$ cat config.mk
export PLATFORM = sky130hd
export DESIGN_NAME = nand_boot_loader
export DESIGN_NICKNAME = d
export VERILOG_FILES = /design/src/rtl/nbl_pkg.sv /design/src/rtl/nbl_page_judge.sv /design/src/rtl/nbl_block_span.sv /design/src/rtl/nbl_block_tally.sv /design/src/rtl/nand_boot_loader.sv
export SDC_FILE = /design/constraint.sdc
export NUM_CORES = 1
export LEC_CHECK = 0
export BUFFER_PORTS_ARGS = -buffer_cell sky130_fd_sc_hd__buf_4
export CORE_ASPECT_RATIO = 1.5
export CORE_MARGIN = 2
export CORE_UTILIZATION = 25
export DETAILED_ROUTE_END_ITERATION = 16
export HOLD_SLACK_MARGIN = 0.06
export PLACE_DENSITY = 0.42
export SYNTH_ARGS = -nofsm -noshare
export SYNTH_HDL_FRONTEND = slang
export SYNTH_HIERARCHICAL = 1
export SYNTH_SLANG_ARGS = --single-unit
$ cat constraint.sdc
create_clock -name clk -period 8.09 [get_ports clk]
set_input_delay 0.809 -clock clk [delete_from_list [all_inputs] [get_ports clk]]
set_output_delay 0.809 -clock clk [all_outputs]
set_load 0.01 [all_outputs]
$ cat src/rtl/nbl_pkg.sv
package nbl_pkg;
   typedef enum logic [2:0] {
      ST_IDLE,
      ST_BLOCK,
      ST_REQ,
      ST_WAIT,
      ST_DECIDE
   } ld_state_e;
endpackage

$ cat src/rtl/nbl_page_judge.sv
module nbl_page_judge #(
   parameter int SUBPAGES = 4,
   parameter int CNT_W    = 2,
   parameter int FLIP_W   = CNT_W + 1
) (
   input  logic [SUBPAGES-1:0]       sub_fail,
   input  logic [SUBPAGES-1:0]       sub_flag,
   input  logic [SUBPAGES*CNT_W-1:0] sub_cnt,
   input  logic [7:0]                spare0,
   input  logic [7:0]                spare1,
   output logic                      page_fail,
   output logic                      page_marked,
   output logic [FLIP_W-1:0]         page_flips
);
   if (SUBPAGES < 1) begin : g_chk_sub
      $error("nbl_page_judge: SUBPAGES must be at least 1");
   end
   if (FLIP_W < CNT_W + 1) begin : g_chk_flip
      $error("nbl_page_judge: FLIP_W too narrow for count plus one");
   end

   assign page_fail   = |sub_fail;
   assign page_marked = (spare0 != 8'hFF) || (spare1 != 8'hFF);

   // worst subpage: a flagged subpage reports its field plus one
   always_comb begin
      logic [FLIP_W-1:0] cand;
      page_flips = '0;
      for (int s = 0; s < SUBPAGES; s++) begin
         cand = sub_flag[s] ? (FLIP_W'(sub_cnt[s*CNT_W +: CNT_W]) + FLIP_W'(1)) : '0;
         if (cand > page_flips) page_flips = cand;
      end
   end
endmodule

$ cat src/rtl/nbl_block_span.sv
module nbl_block_span #(
   parameter int PAGE_LG2 = 11,
   parameter int PPB_LG2  = 6,
   parameter int SIZE_W   = 32
) (
   input  logic [SIZE_W-1:0]  bytes_left,
   output logic [PPB_LG2:0]   blk_pages,
   output logic [SIZE_W-1:0]  blk_bytes
);
   localparam int BLK_LG2 = PAGE_LG2 + PPB_LG2;
   localparam logic [SIZE_W-1:0] BLK_BYTES = SIZE_W'(1) << BLK_LG2;
   localparam logic [SIZE_W-1:0] PPB_WIDE  = SIZE_W'(1) << PPB_LG2;
   localparam logic [PPB_LG2:0]  PPB_CNT   = (PPB_LG2+1)'(1) << PPB_LG2;

   if (PAGE_LG2 < 1 || PPB_LG2 < 1) begin : g_chk_geom
      $error("nbl_block_span: page and block exponents must be positive");
   end
   if (SIZE_W <= BLK_LG2) begin : g_chk_size
      $error("nbl_block_span: SIZE_W cannot hold one block of bytes");
   end

   logic [SIZE_W-1:0] whole_pages;
   logic              tail;
   logic [SIZE_W-1:0] need;

   assign whole_pages = bytes_left >> PAGE_LG2;
   assign tail        = |bytes_left[PAGE_LG2-1:0];
   assign need        = whole_pages + SIZE_W'(tail);
   assign blk_pages   = (need >= PPB_WIDE) ? PPB_CNT : need[PPB_LG2:0];
   assign blk_bytes   = (bytes_left >= BLK_BYTES) ? BLK_BYTES : bytes_left;
endmodule

$ cat src/rtl/nbl_block_tally.sv
module nbl_block_tally #(
   parameter int PPB_LG2 = 6
) (
   input  logic             clk,
   input  logic             rst_n,
   input  logic             load,
   input  logic [PPB_LG2:0] load_pages,
   input  logic             step,
   input  logic             step_ok,
   input  logic             step_marked,
   output logic             last,
   output logic             any_good,
   output logic             any_err,
   output logic             marked
);
   localparam logic [PPB_LG2:0] PPB_CNT = (PPB_LG2+1)'(1) << PPB_LG2;

   logic [PPB_LG2:0] remaining_q;

   always_ff @(posedge clk or negedge rst_n) begin
      if (!rst_n) begin
         remaining_q <= '0;
         any_good    <= 1'b0;
         any_err     <= 1'b0;
         marked      <= 1'b0;
      end else if (load) begin
         remaining_q <= load_pages;
         any_good    <= 1'b0;
         any_err     <= 1'b0;
         marked      <= 1'b0;
      end else if (step) begin
         remaining_q <= remaining_q - (PPB_LG2+1)'(1);
         if (step_ok) begin
            any_good <= 1'b1;
            if (step_marked) marked <= 1'b1;
         end else begin
            any_err <= 1'b1;
         end
      end
   end

   assign last = (remaining_q == (PPB_LG2+1)'(1));

   // a page result never arrives once the block's page budget is spent
   p_step_in_budget_r6: assert property (@(posedge clk) disable iff (!rst_n)
      step |-> remaining_q != '0);
   // every block is given between one page and a full block
   p_load_range_r6: assert property (@(posedge clk) disable iff (!rst_n)
      load |-> (load_pages != '0) && (load_pages <= PPB_CNT));
endmodule

$ cat src/rtl/nand_boot_loader.sv
module nand_boot_loader
   import nbl_pkg::*;
#(
   parameter int ADDR_W   = 32,
   parameter int SIZE_W   = 32,
   parameter int PAGE_W   = 19,
   parameter int PAGE_LG2 = 11,
   parameter int PPB_LG2  = 6,
   parameter int SUBPAGES = 4,
   parameter int CNT_W    = 2,
   parameter int FLIP_W   = CNT_W + 1
) (
   input  logic                      clk,
   input  logic                      rst_n,
   input  logic                      start,
   input  logic [ADDR_W-1:0]         start_offset,
   input  logic [SIZE_W-1:0]         image_size,
   input  logic [ADDR_W-1:0]         dest_base,
   output logic                      busy,
   output logic                      done,
   output logic                      error,
   output logic [FLIP_W-1:0]         max_flips,
   output logic                      rd_req,
   output logic [PAGE_W-1:0]         rd_page,
   output logic [ADDR_W-1:0]         rd_dest,
   input  logic                      rd_gnt,
   input  logic                      rd_rsp,
   input  logic [SUBPAGES-1:0]       rd_sub_fail,
   input  logic [SUBPAGES-1:0]       rd_sub_flag,
   input  logic [SUBPAGES*CNT_W-1:0] rd_sub_cnt,
   input  logic [7:0]                rd_spare0,
   input  logic [7:0]                rd_spare1
);
   localparam logic [ADDR_W-1:0] PAGE_BYTES = ADDR_W'(1) << PAGE_LG2;
   localparam logic [PAGE_W-1:0] BLK_STEP   = PAGE_W'(1) << PPB_LG2;

   if (ADDR_W < PAGE_LG2 + PAGE_W) begin : g_chk_addr
      $error("nand_boot_loader: ADDR_W too narrow for PAGE_W pages");
   end

   ld_state_e         state_q;
   logic [PAGE_W-1:0] pg_base_q, pg_cur_q;
   logic [ADDR_W-1:0] dst_blk_q, dst_cur_q;
   logic [SIZE_W-1:0] left_q;
   logic              done_q, err_q;
   logic [FLIP_W-1:0] flips_q;

   logic              page_fail, page_marked;
   logic [FLIP_W-1:0] page_flips;
   logic [PPB_LG2:0]  blk_pages;
   logic [SIZE_W-1:0] blk_bytes;
   logic              blk_last, blk_good, blk_err, blk_marked, blk_bad;
   logic              rsp_now;
   logic [ADDR_W-1:0] off_pages;
   logic              unused_offset;

   assign off_pages     = start_offset >> PAGE_LG2;
   assign unused_offset = ^start_offset;
   assign rsp_now       = (state_q == ST_WAIT) && rd_rsp;
   assign blk_bad       = blk_marked || !blk_good;

   nbl_page_judge #(
      .SUBPAGES (SUBPAGES),
      .CNT_W    (CNT_W),
      .FLIP_W   (FLIP_W)
   ) judge_i (
      .sub_fail    (rd_sub_fail),
      .sub_flag    (rd_sub_flag),
      .sub_cnt     (rd_sub_cnt),
      .spare0      (rd_spare0),
      .spare1      (rd_spare1),
      .page_fail   (page_fail),
      .page_marked (page_marked),
      .page_flips  (page_flips)
   );

   nbl_block_span #(
      .PAGE_LG2 (PAGE_LG2),
      .PPB_LG2  (PPB_LG2),
      .SIZE_W   (SIZE_W)
   ) span_i (
      .bytes_left (left_q),
      .blk_pages  (blk_pages),
      .blk_bytes  (blk_bytes)
   );

   nbl_block_tally #(
      .PPB_LG2 (PPB_LG2)
   ) tally_i (
      .clk         (clk),
      .rst_n       (rst_n),
      .load        (state_q == ST_BLOCK),
      .load_pages  (blk_pages),
      .step        (rsp_now),
      .step_ok     (!page_fail),
      .step_marked (page_marked),
      .last        (blk_last),
      .any_good    (blk_good),
      .any_err     (blk_err),
      .marked      (blk_marked)
   );

   always_ff @(posedge clk or negedge rst_n) begin
      if (!rst_n) begin
         state_q   <= ST_IDLE;
         pg_base_q <= '0;
         pg_cur_q  <= '0;
         dst_blk_q <= '0;
         dst_cur_q <= '0;
         left_q    <= '0;
         done_q    <= 1'b0;
         err_q     <= 1'b0;
         flips_q   <= '0;
      end else begin
         case (state_q)
            ST_IDLE: begin
               if (start) begin
                  done_q    <= (image_size == '0);
                  err_q     <= 1'b0;
                  flips_q   <= '0;
                  pg_base_q <= off_pages[PAGE_W-1:0];
                  dst_blk_q <= dest_base;
                  left_q    <= image_size;
                  if (image_size != '0) state_q <= ST_BLOCK;
               end
            end
            ST_BLOCK: begin
               pg_cur_q  <= pg_base_q;
               dst_cur_q <= dst_blk_q;
               state_q   <= ST_REQ;
            end
            ST_REQ: begin
               if (rd_gnt) state_q <= ST_WAIT;
            end
            ST_WAIT: begin
               if (rd_rsp) begin
                  pg_cur_q  <= pg_cur_q + PAGE_W'(1);
                  dst_cur_q <= dst_cur_q + PAGE_BYTES;
                  if (!page_fail && (page_flips > flips_q)) flips_q <= page_flips;
                  if (blk_last || (!page_fail && page_marked)) state_q <= ST_DECIDE;
                  else                                         state_q <= ST_REQ;
               end
            end
            ST_DECIDE: begin
               if (!blk_bad && blk_err) begin
                  err_q   <= 1'b1;
                  state_q <= ST_IDLE;
               end else if (!blk_bad && (left_q == blk_bytes)) begin
                  done_q  <= 1'b1;
                  left_q  <= '0;
                  state_q <= ST_IDLE;
               end else begin
                  if (!blk_bad) begin
                     dst_blk_q <= dst_blk_q + ADDR_W'(blk_bytes);
                     left_q    <= left_q - blk_bytes;
                  end
                  pg_base_q <= pg_base_q + BLK_STEP;
                  state_q   <= ST_BLOCK;
               end
            end
            default: state_q <= ST_IDLE;
         endcase
      end
   end

   assign busy      = (state_q != ST_IDLE);
   assign done      = done_q;
   assign error     = err_q;
   assign max_flips = flips_q;
   assign rd_req    = (state_q == ST_REQ);
   assign rd_page   = pg_cur_q;
   assign rd_dest   = dst_cur_q;

   // an unanswered request keeps its page and destination
   p_req_hold_r9: assert property (@(posedge clk) disable iff (!rst_n)
      rd_req && !rd_gnt |=> rd_req && $stable(rd_page) && $stable(rd_dest));
   // a load never ends both ways
   p_one_outcome_r4: assert property (@(posedge clk) disable iff (!rst_n)
      !(done && error));
   // an outcome is only shown while idle
   p_outcome_idle_r8: assert property (@(posedge clk) disable iff (!rst_n)
      (done || error) |-> !busy);
   // without a new start the outcome is held
   p_outcome_hold_r8: assert property (@(posedge clk) disable iff (!rst_n)
      (done || error) && !start |=> $stable(done) && $stable(error));
   // within one load the worst count never drops
   p_flips_grow_r7: assert property (@(posedge clk) disable iff (!rst_n)
      busy && $past(busy) |-> max_flips >= $past(max_flips));
endmodule

# Yosys cells after proc, flatten, opt, wreduce, memory -nomap -nowiden
# Index checks and enable logic that the tools add are counted.
# classes
n_addsub	11
magnitude_cmp	7
eq_ne	20
muxes	59
reduce_logical	34
# ops
op	count
$mux W32	10
$pmux W32 S2	3
$mux W19	4
$pmux W19 S2	2
$mux W3	16
$add A32 B12 Y32 const B	1
$add A32 B32 Y32	1
$eq A32 B32 Y1	1
$ge A32 B18 Y1 const B	1
$ge A32 B7 Y1 const B	1
$logic_not A32 Y1	1
$reduce_bool A32 Y1	1
$sub A32 B32 Y32	1
$add A21 B1 Y22	1
$mux W7	3
$reduce_and A4 Y1	5
$add A19 B1 Y19 const B	1
$add A19 B7 Y19 const B	1
$mux W1	17
$ne A2 B2 Y1 const B	8
$ne A8 B8 Y1 const B	2
$pmux W3 S5	1
$add A2 B1 Y3 const B	4
$gt A3 B3 Y1	4
21 further kinds	41
# totals
ff_bits	152
in_bits	133
output_inout_bits	58
wordCells	144

# Logic depth before layout (Yosys ltp)
# logic_depth
word_depth	15
ltp_mapped	28
ltp_nobuf	28

# By module
# Netlist, hierarchy kept.
# by_module_without_submodules
module	instances	cells_each	area_per_inst_um2	seq_area_each_um2
nand_boot_loader	1	1330	10507.6	3553.4
nbl_block_span	1	120	800.8	0.0
nbl_block_tally	1	54	511.7	250.2
nbl_page_judge	1	63	474.2	0.0

# Worst setup path before layout
# Ideal clock, no wire load.
# synth_timing
path_kind	input-to-reg
start	input port rd_sub_cnt[2]
end	register flips_q[1] (netlist: max_flips[1])
setup_time_ps	138
arrival_ps	5109
required_ps	7952
setup_slack_ps	2843
path_stages	23
n_path_buf	0
path_cell_list	ha_1 nand2_1 inv_1 ha_1 and3_2 a21oi_2 mux2_4 ha_1 nand2_1 o21ai_0 nand2_1 mux2_4 ha_1 a21o_1 a21oi_1 a31oi_1 mux2i_1 ha_1 a21o_1 a21oi_1 nor3_1 a21oi_1 o21ai_0
# synth_via
elab_chain_cells	12
word_cells_on_any_way	15
classes_between	1 x add/sub; 4 x order compare; 1 x eq/ne; 7 x mux; 2 x reduce/logical
# synth_rtl
element	line	text
start, declared	nand_boot_loader.sv:30	input logic [SUBPAGES*CNT_W-1:0] rd_sub_cnt,
$add A2 B1 Y3 (*)	nbl_page_judge.sv:30	cand = sub_flag[s] ? (FLIP_W'(sub_cnt[s*CNT_W +: CNT_W]) + FLIP_W'(1)) : '0;
$mux W3 (*)	nbl_page_judge.sv:30	
$gt A3 B3 Y1	nbl_page_judge.sv:31	if (cand > page_flips) page_flips = cand;
$mux W3 (*)	nbl_page_judge.sv:31	
$gt A3 B3 Y1	nbl_page_judge.sv:31	
$mux W3 (*)	nbl_page_judge.sv:31	
$gt A3 B3 Y1	nbl_page_judge.sv:31	
$mux W3 (*)	nbl_page_judge.sv:31	
named net page_flips[1]	nand_boot_loader.sv:49	logic [FLIP_W-1:0] page_flips;
$gt A3 B3 Y1	nand_boot_loader.sv:139	if (!page_fail && (page_flips > flips_q)) flips_q <= page_flips;
$logic_and A1 B1 Y1	nand_boot_loader.sv:139	
$ne A2 B1 Y1 (no line)	n/a	
$reduce_and A4 Y1 (no line)	n/a	
end signal, assigned	nand_boot_loader.sv:139	
end, declared	nand_boot_loader.sv:46	logic [FLIP_W-1:0] flips_q;
# The timed path passes the listed nets; every way through them passes the cells marked *. The select of a mux whose other input is x is not followed.
# A chain may end at the register's enable or synchronous reset.

# Final worst setup path
# Ends and elaborated chain as after synthesis.

==> out/results.txt <==
Synthesis handed over a netlist of 1,567 instances. The die is 276 um tall. After the flow finishes, the layout carries non-filler instances totaling 2,374.

The congestion estimate from routability-driven global placement came to 0.822. Largest net degree at the start of global routing: 96. The die boundary width is 185 um.

In the synthesized netlist, mux cells make up 2.34% of the area. The worst-case headroom to the max-slew limit was 33.8%. The mapped netlist covers 12,300 sq um. Data on the critical path is required at its endpoint by 8.40 ns. In this run the remaining antenna-violating nets after routing total 0. Class of the most critical setup path: in2reg. Dividing the detail-routed via count by the number of cells gives 4.97. Yosys instantiated no cell more often than nand2_1. Sequential cells burn 31.2% of the power.

Dividing the final minimum period by the clock period gives 66.2%. For this run, design rule violations remaining after detail routing come to 0. Summing the areas of all xor and xnor instances in the mapped netlist gives 4.56% of the synthesized area. The number of H-tree levels is 4, and the fraction of registers with async set or reset after synthesis is 100%.

The site row count is 99. The run gives 16.9% as the global-route usage over all layers. Fill cells in the final layout number 5,338.

The layout overhead on the synthesized area is 20.6%. The cell that appears most often on the critical path is ha_1. After synthesis, the largest family of logic cells by area is compound AO/OA/AOI/OAI gates. The repair_antennas step left the layout with diodes totalling 0.

Clock latency of the later-clocked register in the worst-skew pair: 0.45 ns. The simple-gate portion of the synthesized area works out to 23.3%. The share of the Yosys chip area taken by registers is 30.9%.

For the wire length of the first global-routing pass, the log shows 66,400 um. 191 I/O pins were placed. Counting the buffers created by CTS gives 17. Across the run, the number of max-cap violations was 0.

The worst clock skew on the final layout was 0.0146 ns; the count of port buffers added during placement was 177. In the synthesized netlist, the cells that appear most often are nand2_1 (197), a21oi_1 (192), dfrtp_1 (152). The synthesized design devotes to its leading area cell type 30.9% of total area.

Summed over all instances, the cell type with the most area after synthesis is dfrtp_1. After detailed routing, the average wire length per cell comes to 18.2 um. VDD sags by at most 0.167 mV. The combinational share of power came out at 51.7%. The maximum single-stage delay on the critical path was 0.36 ns. The initial antenna violation count was 0; the number of DRC violations after detailed-routing iteration 0 was 673.

The largest individual stage delay along the critical path comes from the cell a31oi_1. For the detailed-routing iteration count for the pre-antenna-repair pass, the log shows 5. The final layout contains routed wiring with a total length of 43,100 um. The tools report the number of global-route vias before repair as 11,678. The run gives 0 as the number of cells upsized or downsized after cts. Number of synthesized register bits: 152. Hold repair after CTS inserted 0 buffers. Setup repair after global routing left no endpoint under its margin. After global routing the overflow that remains totals 0.

The number of synthesis warnings is 6. The vias after detailed routing is 11,808, and the net switching power is 2360 uW. The count of pins over their slew limit was 0. Final number of hold-violating endpoints: 0.

The total number of nets in the final design was 1,927. After synthesis, the netlist uses 96 different library cells. The tools report the maximum buffer depth of the clock tree as 2. The root buffer cell chosen for the clock tree is clkbuf_16. The half-perimeter wire length after placement came out at 32,700 um. The complex-gate fraction of the synthesized area came out at 24.2%. For the pin with the worst max-slew slack, the measured transition is 0.992 ns. The signal on the critical path passes through buf_4 -> ha_1 -> nand2_1 -> inv_1 -> ha_1 -> and3_2 -> a21oi_2 -> mux2_4 -> ha_1 -> nand2_1 -> o21ai_0 -> nand2_1 -> mux2_4 -> ha_1 -> a21o_1 -> a21oi_1 -> a31oi_1 -> mux2i_1 -> ha_1 -> a21o_1 -> a21oi_1 -> nor3_1 -> a21oi_1 -> o21ai_0. Most common flop cell mapped by yosys: dfrtp_1. For the finished layout, the period the worst path requires is 5.35 ns. The total area inside the core boundary comes to 48,600 sq um.

The maximum achievable frequency was 0.187 GHz. The synthesized area per cell is 7.85 sq um, and the fraction of power spent switching nets is 45.6%. Counting flops with a built-in enable in the synthesized netlist gives 0.

The number of placed instances, taps included, is 2,343. Setup violations remaining at the end of the flow were counted as 0. The power per unit of standard cell area works out to 349 nW/um^2.

Clock-pin slew was measured on the worst setup and hold paths at 0.07 ns. Once the floorplan was initialized, standard cells occupied 25.3% of the core. For the final routed database, the setup TNS stands at 0 ns. STA classifies the critical path endpoint as a register. The synthesized netlist devotes 9.08% of its cell area to adder and majority cells.

In this run the worst path has a maximum fanout of 6. The run gives 3800 sq um as the area taken by flip-flops and latches. TritonCTS built the clock tree. The tools report the cell internal power dissipation as 2820 uW. The critical path startpoint category is an input port. The post-CTS setup repair buffer count is 0, and the power share of the clock group is 17.1%.

By area the synthesized netlist is led by dfrtp_1 (31%), ha_1 (8.8%), a21oi_1 (7.8%), nand2_1 (6.0%), o21ai_0 (5.1%). The post-route netlist has 16.5% of its cells at a drive strength greater than 1. The die covers 51,000 sq um. The flow ran to the end, and the final reports show no timing, DRC or antenna violations.

For this design the static power due to leakage is 0.00656 uW. The tightest min-delay check is of the in2async type. The arrival time of data at the critical path endpoint is 5.66 ns, and the area used by multi-input combinational logic is 7880 sq um. The clock drives 152 sinks.
## power by group through the flow
stage	sequential, uW	clock [uW]	combinational (uW)
3_3_place_gp	1620	0	2630
5_1_grt	1680	945	3010
6_report	1610	887	2680
2_1_floorplan	1510	0	1900
4_1_cts	1610	916	2680
3_5_place_dp	1630	0	2660
## flip-flops by register name (all words and copies together) (netlist names), 3 cells and up
| name | flops |
|---|---|
| tally_i/remaining_q | 7 |
| left_q | 32 |
| dst_blk_q | 32 |
| max_flips | 3 |
| rd_page | 19 |
| state_q | 3 |
| pg_base_q | 19 |
| rd_dest | 32 |
## through the flow
stage | util, % | area [sq um] | hold WS (ns) | worst slack [ns] | power [uW]
final | 30.5 | 14800 | 0.481 | 2.74 | 5180
after global routing | 30.5 | 14800 | 0.518 | 2.39 | 5630
after CTS | 30.5 | 14800 | 0.485 | 2.78 | 5210
after detailed placement | 29.2 | 14200 | 0.461 | 2.30 | 4290
after global placement | 29.2 | 14200 | 0.462 | 2.44 | 4260
after floorplan | - | 12300 | 0.440 | 2.84 | 3410
## per-layer routing
metal	up-vias	part of all wire, %	GRT usage [%]
met5	-	0	0
met4	0	2.5	5.79
met3	53	3.7	2.35
met2	261	52	30.8
met1	5593	42	20.3
li1	5901	-	-
## area by class of cell
cell class              count  area share (%)
repair buffers            189            9.60
clock buffers              17            2.87
flip-flops and latches    152            25.7
clock inverters            14            1.34
inverters                  72            1.82
well taps                 656            5.54
multi-input cells        1274            53.2
## cells in the final DEF, fill, tap and decap left out, types with 24 or more instances in the layout
| cell | instances |
|---|---|
| o21ai_0 | 125 |
| and3_1 | 25 |
| nand3_1 | 59 |
| a21oi_1 | 192 |
| a21o_1 | 35 |
| nand2_1 | 195 |
| nand4_1 | 25 |
| and2_1 | 24 |
| dfrtp_1 | 152 |
| nor2_1 | 144 |
| ha_1 | 86 |
| buf_4 | 188 |
| xnor2_1 | 41 |
| inv_1 | 72 |
## final timing paths
check	slack [ns]	to	startpoint	depth (start not counted)
setup / recovery	2.74	max_flips[1]	rd_sub_cnt[2]	24
hold reg to reg	0.48	pg_base_q[1]	pg_base_q[1]	2
setup reg to reg	3.02	dst_blk_q[31]	left_q[22]	16
hold / removal	0.48	rd_dest[8]	rst_n	1
min in group clk	0.48	pg_base_q[1]	pg_base_q[1]	2
max in group asynchronous	6.20	rd_dest[23]	rst_n	2
## worst max-delay path: cells and delay by family
| family | cells | cell delay (ns) |
|---|---|---|
| simple gates | 5 | 0.56 |
| fa+ha+maj | 5 | 1.45 |
| compound gates | 9 | 1.73 |
| mux | 3 | 0.97 |
| buf+inv | 2 | 0.16 |
## cells by family (layout without fill, tap and decap cells)
logic type,after synthesis,in the layout
buf+inv,154,292
fa+ha+maj,88,88
other cells,1,14
xor+xnor,64,64
mux,26,26
compound gates,489,489
flops,152,152
simple gates,593,593
(Power assumes the default switching activity.)
